**config.mk**
```make
export PLATFORM = sky130hd
export DESIGN_NAME = lfsr_clk_div_top
export DESIGN_NICKNAME = d
export VERILOG_FILES = /design/src/rtl/lfsr_div_pkg.sv /design/src/rtl/lfsr_div_regs.sv /design/src/rtl/lfsr_reload_div.sv /design/src/rtl/post_div_stage.sv /design/src/rtl/lfsr_clk_div_top.sv
export SDC_FILE = /design/constraint.sdc
export NUM_CORES = 1
export LEC_CHECK = 0
export BUFFER_PORTS_ARGS = -buffer_cell sky130_fd_sc_hd__buf_4
export CAP_MARGIN = 0
export CORE_MARGIN = 4
export CORE_UTILIZATION = 25
export CTS_CLUSTER_SIZE = 25
export DETAILED_ROUTE_END_ITERATION = 6
export GPL_TIMING_DRIVEN = 1
export HOLD_SLACK_MARGIN = 0.02
export PLACE_DENSITY_LB_ADDON = 0.05
export SLEW_MARGIN = 0
export SYNTH_ARGS = -nofsm -noshare
export SYNTH_HDL_FRONTEND = slang
export SYNTH_SLANG_ARGS = --single-unit
```
**constraint.sdc**
```tcl
create_clock -name clk_i -period 1.75 [get_ports clk_i]
set_input_delay 0.175 -clock clk_i [delete_from_list [all_inputs] [get_ports clk_i]]
set_output_delay 0.175 -clock clk_i [all_outputs]
set_load 0.02 [all_outputs]
```
**src/rtl/lfsr_div_pkg.sv**
```systemverilog
package lfsr_div_pkg;

  typedef enum logic [1:0] {
    ADDR_REF_RELOAD = 2'd0,
    ADDR_FB_RELOAD  = 2'd1,
    ADDR_POST_CODE  = 2'd2,
    ADDR_SPARE      = 2'd3
  } div_addr_e;

  localparam int unsigned NUM_POST_STAGES = 2;

endpackage

```
**src/rtl/lfsr_div_regs.sv**
```systemverilog
module lfsr_div_regs
  import lfsr_div_pkg::*;
#(
  parameter int unsigned DATA_W = 8,
  parameter int unsigned REF_W  = 6,
  parameter int unsigned FB_W   = 8,
  parameter int unsigned PD_W   = 3,
  parameter logic [REF_W-1:0]  REF_RST  = '0,
  parameter logic [FB_W-1:0]   FB_RST   = '0,
  parameter logic [2*PD_W-1:0] CODE_RST = '1
) (
  input  logic              clk_i,
  input  logic              rst_ni,
  input  logic              wr_en_i,
  input  logic [1:0]        wr_addr_i,
  input  logic [DATA_W-1:0] wr_data_i,
  output logic [REF_W-1:0]  ref_reload_o,
  output logic [FB_W-1:0]   fb_reload_o,
  output logic [2*PD_W-1:0] post_code_o
);

  localparam int unsigned CODE_W = 2 * PD_W;

  always_ff @(posedge clk_i or negedge rst_ni) begin
    if (!rst_ni) begin
      ref_reload_o <= REF_RST;
      fb_reload_o  <= FB_RST;
      post_code_o  <= CODE_RST;
    end else if (wr_en_i) begin
      case (div_addr_e'(wr_addr_i))
        ADDR_REF_RELOAD: ref_reload_o <= wr_data_i[REF_W-1:0];
        ADDR_FB_RELOAD:  fb_reload_o  <= wr_data_i[FB_W-1:0];
        ADDR_POST_CODE:  post_code_o  <= wr_data_i[CODE_W-1:0];
        default: ;
      endcase
    end
  end

  // the spare address leaves every setting untouched
  assert_spare_addr_ignored_R9: assert property (@(posedge clk_i) disable iff (!rst_ni)
    (wr_en_i && wr_addr_i == 2'd3) |=>
      ($stable(ref_reload_o) && $stable(fb_reload_o) && $stable(post_code_o)));

  // no write strobe, no change in any reload register
  assert_regs_hold_R6: assert property (@(posedge clk_i) disable iff (!rst_ni)
    !wr_en_i |=> ($stable(ref_reload_o) && $stable(fb_reload_o)));

endmodule

```
**src/rtl/lfsr_reload_div.sv**
```systemverilog
module lfsr_reload_div #(
  parameter int unsigned     WIDTH      = 6,
  parameter logic [WIDTH-1:0] TAPS      = 6'h30,
  parameter logic [WIDTH-1:0] RST_RELOAD = '0
) (
  input  logic             clk_i,
  input  logic             rst_ni,
  input  logic [WIDTH-1:0] reload_i,
  output logic             div_o
);

  localparam logic [WIDTH-1:0] TERM_STATE = {WIDTH{1'b1}};
  localparam logic [WIDTH-1:0] ZERO_STATE = {WIDTH{1'b0}};

  logic [WIDTH-1:0] state_q, state_step;
  logic             at_term;

  assign at_term = (state_q == TERM_STATE);

  // all-zero jumps straight to terminal, giving a 2^WIDTH-long chain
  always_comb begin
    if (state_q == ZERO_STATE) state_step = TERM_STATE;
    else state_step = {state_q[WIDTH-2:0], ~^(state_q & TAPS)};
  end

  always_ff @(posedge clk_i or negedge rst_ni) begin
    if (!rst_ni) begin
      state_q <= TERM_STATE;
      div_o   <= 1'b0;
    end else if (at_term) begin
      state_q <= reload_i;
      div_o   <= ~div_o;
    end else begin
      state_q <= state_step;
    end
  end

  assert_toggle_on_term_R3: assert property (@(posedge clk_i) disable iff (!rst_ni)
    at_term |=> (div_o != $past(div_o)));

  assert_hold_off_term_R3: assert property (@(posedge clk_i) disable iff (!rst_ni)
    !at_term |=> $stable(div_o));

  // the reload register is consumed only at a terminal event
  assert_reload_at_term_R6: assert property (@(posedge clk_i) disable iff (!rst_ni)
    at_term |=> (state_q == $past(reload_i)));

  // no lockup, terminal persists only when reloaded with itself
  assert_no_lockup_R2: assert property (@(posedge clk_i) disable iff (!rst_ni)
    (at_term && reload_i != TERM_STATE) |=> (state_q != TERM_STATE));

endmodule

```
**src/rtl/post_div_stage.sv**
```systemverilog
module post_div_stage #(
  parameter int unsigned PD_W = 3
) (
  input  logic            clk_i,
  input  logic            rst_ni,
  input  logic            en_i,
  input  logic [PD_W-1:0] code_i,
  output logic            tick_o
);

  logic [PD_W-1:0] cnt_q;

  // divisor is 2^PD_W - code, so the reload count (divisor - 1) is ~code
  assign tick_o = en_i && (cnt_q == '0);

  always_ff @(posedge clk_i or negedge rst_ni) begin
    if (!rst_ni) cnt_q <= '0;
    else if (tick_o) cnt_q <= ~code_i;
    else if (en_i) cnt_q <= cnt_q - PD_W'(1);
  end

  assert_idle_hold_R8: assert property (@(posedge clk_i) disable iff (!rst_ni)
    !en_i |=> $stable(cnt_q));

  assert_code_latched_R8: assert property (@(posedge clk_i) disable iff (!rst_ni)
    tick_o |=> (cnt_q == ~$past(code_i)));

endmodule

```
**src/rtl/lfsr_clk_div_top.sv**
```systemverilog
module lfsr_clk_div_top
  import lfsr_div_pkg::*;
#(
  parameter int unsigned REF_W  = 6,
  parameter int unsigned FB_W   = 8,
  parameter int unsigned PD_W   = 3,
  parameter int unsigned DATA_W = 8,
  parameter logic [REF_W-1:0] REF_TAPS = 6'h30,
  parameter logic [FB_W-1:0]  FB_TAPS  = 8'hB8
) (
  input  logic              clk_i,
  input  logic              rst_ni,
  input  logic              wr_en_i,
  input  logic [1:0]        wr_addr_i,
  input  logic [DATA_W-1:0] wr_data_i,
  output logic              ref_clk_o,
  output logic              fb_clk_o,
  output logic              post_clk_o
);

  localparam int unsigned NPS    = NUM_POST_STAGES;
  localparam int unsigned CODE_W = NPS * PD_W;

  logic [REF_W-1:0]  ref_reload;
  logic [FB_W-1:0]   fb_reload;
  logic [CODE_W-1:0] post_code;
  logic [NPS-1:0]    st_en, st_tick;

  lfsr_div_regs #(
    .DATA_W(DATA_W), .REF_W(REF_W), .FB_W(FB_W), .PD_W(PD_W),
    .REF_RST('0), .FB_RST('0), .CODE_RST('1)
  ) u_regs (
    .clk_i, .rst_ni, .wr_en_i, .wr_addr_i, .wr_data_i,
    .ref_reload_o(ref_reload), .fb_reload_o(fb_reload), .post_code_o(post_code)
  );

  lfsr_reload_div #(.WIDTH(REF_W), .TAPS(REF_TAPS), .RST_RELOAD('0)) u_ref_div (
    .clk_i, .rst_ni, .reload_i(ref_reload), .div_o(ref_clk_o)
  );

  lfsr_reload_div #(.WIDTH(FB_W), .TAPS(FB_TAPS), .RST_RELOAD('0)) u_fb_div (
    .clk_i, .rst_ni, .reload_i(fb_reload), .div_o(fb_clk_o)
  );

  // stage 0 runs every clock; each later stage runs on the previous stage's tick
  assign st_en = {st_tick[NPS-2:0], 1'b1};

  for (genvar g = 0; g < NPS; g++) begin : g_post
    post_div_stage #(.PD_W(PD_W)) u_stage (
      .clk_i, .rst_ni,
      .en_i  (st_en[g]),
      .code_i(post_code[(NPS-g)*PD_W-1 -: PD_W]),
      .tick_o(st_tick[g])
    );
  end

  always_ff @(posedge clk_i or negedge rst_ni) begin
    if (!rst_ni) post_clk_o <= 1'b0;
    else if (st_tick[NPS-1]) post_clk_o <= ~post_clk_o;
  end

  assert_post_toggle_R7: assert property (@(posedge clk_i) disable iff (!rst_ni)
    st_tick[NPS-1] |=> (post_clk_o != $past(post_clk_o)));

  assert_post_hold_R7: assert property (@(posedge clk_i) disable iff (!rst_ni)
    !st_tick[NPS-1] |=> $stable(post_clk_o));

endmodule

```
# Word level (Yosys, flattened, before mapping)
# Index checks and enable logic that the tools add are counted.
# classes
add_sub_neg	2
n_shift	0
n_bitwise	5
n_lt_le_gt_ge	0
reduce_logical	12
n_mul	0
n_eq_ne	4
n_mux	7
n_div	0
# ops
cell	count
2-to-1 mux 8 bit	2
2-to-1 mux 6 bit	2
2-to-1 mux 3 bit	3
== test 8 bit (second input constant)	1
zero test 8 bit	1
XNOR reduction 8 bit	1
== test 6 bit (second input constant)	1
zero test 3 bit	2
zero test 6 bit	1
inverter 3 bit	2
AND reduction 2 bit	3
XNOR reduction 6 bit	1
subtractor 3 x 1 -> 3 bit (second input constant)	2
inverter 1 bit	3
== test 2 x 1 -> 1 bit (second input constant)	1
== test 2 bit (second input constant)	1
zero test 2 bit	1
nonzero test 2 bit	1
logical AND 1 bit	1
# word_totals
word_cells	40
rom_bits	0
n_memories	0
regBits	43
latch_bits	0
inputBits	13
mem_bits_rw	0

# Longest topological paths before layout
# logic_depth
word_depth	3
depth_mapped	5
ltp_nobuf	5

# Modules after synthesis
# Synthesis repeated with hierarchy kept, for this count alone.
# hier_totals
hier_cells	144
hier_area_um2	2037.0
# modules_own_cells
module	cells_each	seq_area_each_um2	n_inst	area_per_inst_um2
lfsr_div_regs	43	508.0	1	774.5
lfsr_reload_div at u_fb_div	34	235.2	1	466.7
post_div_stage	20	75.1	2	215.2
lfsr_reload_div at u_ref_div	24	182.7	1	327.8
lfsr_clk_div_top	3	25.0	1	37.5

# Worst setup path before layout
# Ideal clock, no wire load.
# synth_timing
path_kind	register to register
from	reg u_fb_div.state_q[5]
to	reg u_fb_div.state_q[4]
path_slack_ns	0.404
arrival_time_ns	1.253
stages_incl_launch_ff	5
required_time_ns	1.657
synth_period_minus_slack_ns	1.346
path_buffers	0
path_cell_list	dfstp_2 > ha_1 > nand4_1 > o31ai_1 > a21oi_1
# synth_between
elab_chain_len	3
word_cells_on_any_way	4
classes_between	eq/ne: 1; mux: 2; reduce/logical: 1
# synth_rtl
item	line_no	text
start, declared	lfsr_reload_div.sv:15	logic [WIDTH-1:0] state_q, state_step;
start signal, assigned	lfsr_reload_div.sv:31	state_q <= reload_i;
start signal, assigned	lfsr_reload_div.sv:34	state_q <= state_step;
zero test 8 bit	lfsr_reload_div.sv:22	if (state_q == ZERO_STATE) state_step = TERM_STATE;
2-to-1 mux 8 bit	lfsr_reload_div.sv:22	
2-to-1 mux 8 bit (*)	lfsr_reload_div.sv:30	end else if (at_term) begin
# Every way passes the cells marked *; elsewhere a longest branch is shown, timed or not.
# A chain may end at the register's enable or synchronous reset.

# Worst setup path after layout
# layout_timing
from	reg u_fb_div.state_q[5]
to	reg u_fb_div.state_q[0]
# layout_between
elab_chain_len	3
word_cells_on_any_way	5
classes_between	eq/ne: 1; mux: 2; reduce/logical: 2
# layout_rtl
item	line_no
XNOR reduction 8 bit / zero test 8 bit (equally long branches)	lfsr_reload_div.sv:23, lfsr_reload_div.sv:22
2-to-1 mux 8 bit	lfsr_reload_div.sv:22
2-to-1 mux 8 bit (*)	lfsr_reload_div.sv:30
# Marked as above.

==> impl_metrics.toml <==
[sta]
setup_viol_count_final = 0
drv_slew = 0
worst_pin_slew_ns = 0.5443
fmax_mhz = 630.5
rsz0062_at_grt = "no"
period_share_pct = 90.63
period_needed_ns = 1.586
skew_ns = 0.005451
slew_headroom_pct = 63.71
hold_viol = 0
fin_tns_setup_ns = 0

[synthesis]
synth_nets = 180
synth-seq-cells = 43
synthesis.area_um2 = 1972
synth_cell_types = 34
synth_edf_count = 0
synth_area_leader_cell = "dfrtp_1"
synth_top_flop_cell = "dfrtp_1"
yosysSeqAreaShare_pct = 55.84
yosysWarnings = 0
yosysTopAreaCellShare_pct = 29.19
synthCells = 159
synth_area_leaders = "dfrtp_1 (29%), dfstp_2 (27%), mux2_2 (11%), ha_1 (5.1%), a21oi_1 (3.3%)"
async_flop_share_pct = 100.0
syn_area_per_cell_um2 = 12.40

[place]
detailed_place_hpwl_mm = 2.822
port_buffers = 15
place.gp.congestion = 0.7440
dp_cells = 276
placed_area_um2 = 2216

[die]
design.die.area_um2 = 9372
rows = 32
coreArea_um2 = 7687
dieWidth_um = 96.81
ios = 16
initial_core_util_pct = 25.65
die_h_um = 96.81

[cts]
cts_sinks = 43
cts-root-buf = "clkbuf_8"
cts_tree = "yes"
clkTransAtPathRegs_ns = 0.08
post_cts_buffers = 0
worstSkewPairLatency_ns = 0.29
htree_levels = 2
cts.path.max_buffers = 2
holdBufCountCts = 1
numCtsBuffers = 5
cts.repair.resized = 0

[critical_path]
crit_fanout = 8
arrival_ns = 1.80
crit_end = "u_fb_div.state_q[0]$_DFF_PN1_"
crit_type = "flop to flop"
critPathCaptureType = "flop"
cp-start-kind = "flop"
r2r_start = "u_fb_div.state_q[5]$_DFF_PN1_"
reg2reg_depth = 4
cp-startpoint = "u_fb_div.state_q[5]$_DFF_PN1_"
reg2reg_to = "u_fb_div.state_q[0]$_DFF_PN1_"
cp.required_ns = 1.96
reg2reg_slack_ns = 0.16

[global_route]
antenna_found_initial = 0
track_usage_pct = 9.164
grt_max_degree = 44
grt_pass1_vias = 1373
grt_pass1_wl_mm = 6.837
overflow = 0

[drt]
vias_per_cell = 4.481
wire_per_inst_um = 13.56
vias = 1277
drtAntennaViolNets = 0
drc = 0
wirelength_mm = 3.865
dr.pass1.iters = 4
dr.first_iter.drc_count = 84

[power_and_ir_drop]
leakagePower_nw = 0.9891
fin_total_pwr_mw = 3.783
power_density_nw_per_um2 = 1614
peakVddDrop_uv = 455.7

[final_layout]
nets = 203
layout-drive-gt1-share_pct = 36.07
fill_cells = 807
final_cells = 285
num_antenna_cells = 0
multiInputGateArea_um2 = 814.5
fin_util_pct = 30.49
final_cell_area_um2 = 2344
areaGrowthSynthToFinish_pct = 18.85
register_area_um2 = 1101

[hold_path]
hold_class = "input port to flop"

[run]
max_cap_violations = 0

[status]
outcome = "complete, no violations"
metal layers:
layer  GRT usage (%)  share of wire (%)  up-vias  routed length [um]
li1                -                  -      611                   -
met1           12.33                 47      619                1830
met2           13.64                 46       34                1786
met3           2.740                3.9       13                 151
met4           3.888                2.5        0                  96
met5               0                  0        -                   0
layout make-up:
cell class                      count  share of cell area [%]
Clock buffer                        6                   3.524
Clock inverter                      2                   1.495
Inverter                           14                   2.242
Multi-Input combinational cell    101                   34.76
Sequential cell                    43                   46.98
Tap cell                          102                   5.446
Timing Repair Buffer               17                   5.553
cells in the final DEF, fill, tap and decap left out, types with 3 or more instances in the layout:
cell type and count:
nor2b_1 3, mux2_2 19, xnor2_1 3, mux2i_1 4, o31ai_1 5, dfstp_2 20, nor2_1 3, buf_4 16
a21oi_1 13, nand3_1 4, clkbuf_8 6, o21ai_0 5, inv_1 14, o22a_1 4, nand2_1 7, dfrtp_1 23
ha_1 8
sequential cells by signal, indices dropped and copies added, names as in the netlist:
name	count
u_ref_div.div_o	1
u_regs.fb_reload_o	8
post_clk_o	1
u_fb_div.div_o	1
u_fb_div.state_q	8
g_post.u_stage.cnt_q	6
u_regs.post_code_o	6
u_ref_div.state_q	6
u_regs.ref_reload_o	6
worst max-delay path, stage by stage, from the launching register on:
cell and delay (ns):
dfstp_2 0.56, ha_1 0.17, nand4_1 0.31, o31ai_1 0.37
o22ai_1 0.11
Yosys cell counts, types with 2 or more instances:
cell type   n
dfrtp_1    23
dfstp_2    20
mux2_2     19
inv_1      14
a21oi_1    13
ha_1        8
nand2_1     7
o21ai_0     5
o31ai_1     5
mux2i_1     4
nand3_1     4
o22a_1      4
nor2_1      3
nor2b_1     3
xnor2_1     3
a31oi_1     2
and2_1      2
nand3b_1    2
nor3_1      2
nor4_1      2
cell families (layout without fill, tap and decap cells):
kind of cell | Yosys count | count (layout) | synth area share [%]
flip-flops | 43 | 43 | 55.84
AO/OA/AOI/OAI | 33 | 33 | 10.47
AND/OR/NAND/NOR | 33 | 33 | 10.41
multiplexers | 23 | 23 | 12.88
buffers and inverters | 15 | 39 | 2.855
adder cells (fa/ha/maj) | 8 | 8 | 5.076
XOR/XNOR | 4 | 4 | 2.475
how the worst min path moves through the flow:
stage | start | to | slack (ns) | cells after the start
finish | wr_data_i[7] | u_regs.fb_reload_o[7]$_DFFE_PN0P_ | 0.11 | 2
detailed placement | rst_ni | u_fb_div.div_o$_DFFE_PN0P_ | 0.21 | 1
CTS | wr_data_i[7] | u_regs.fb_reload_o[7]$_DFFE_PN0P_ | 0.1 | 2
global route | wr_data_i[7] | u_regs.fb_reload_o[7]$_DFFE_PN0P_ | 0.10 | 2
floorplan | rst_ni | g_post[0].u_stage.cnt_q[0]$_DFF_PN0_ | -0.12 | 0
global placement | rst_ni | post_clk_o$_DFFE_PN0P_ | 0.20 | 1
metrics by stage:
step	setup WS [ns]	hold slack [ns]
final	0.1639	0.1125
after global routing	0.07340	0.1022
after detailed placement	0.1882	0.2112
after floorplan	0.4039	-0.1206
after CTS	0.1606	0.09765
after global placement	0.2599	0.2042
report_power, final:
part           leakage, nW  internal (mW)  switching, mW
registers            0.477           1.49          0.303
logic                0.451          0.603          0.587
clock network       0.0612          0.462          0.341
total                0.989           2.55           1.23
(Power assumes the default switching activity.)
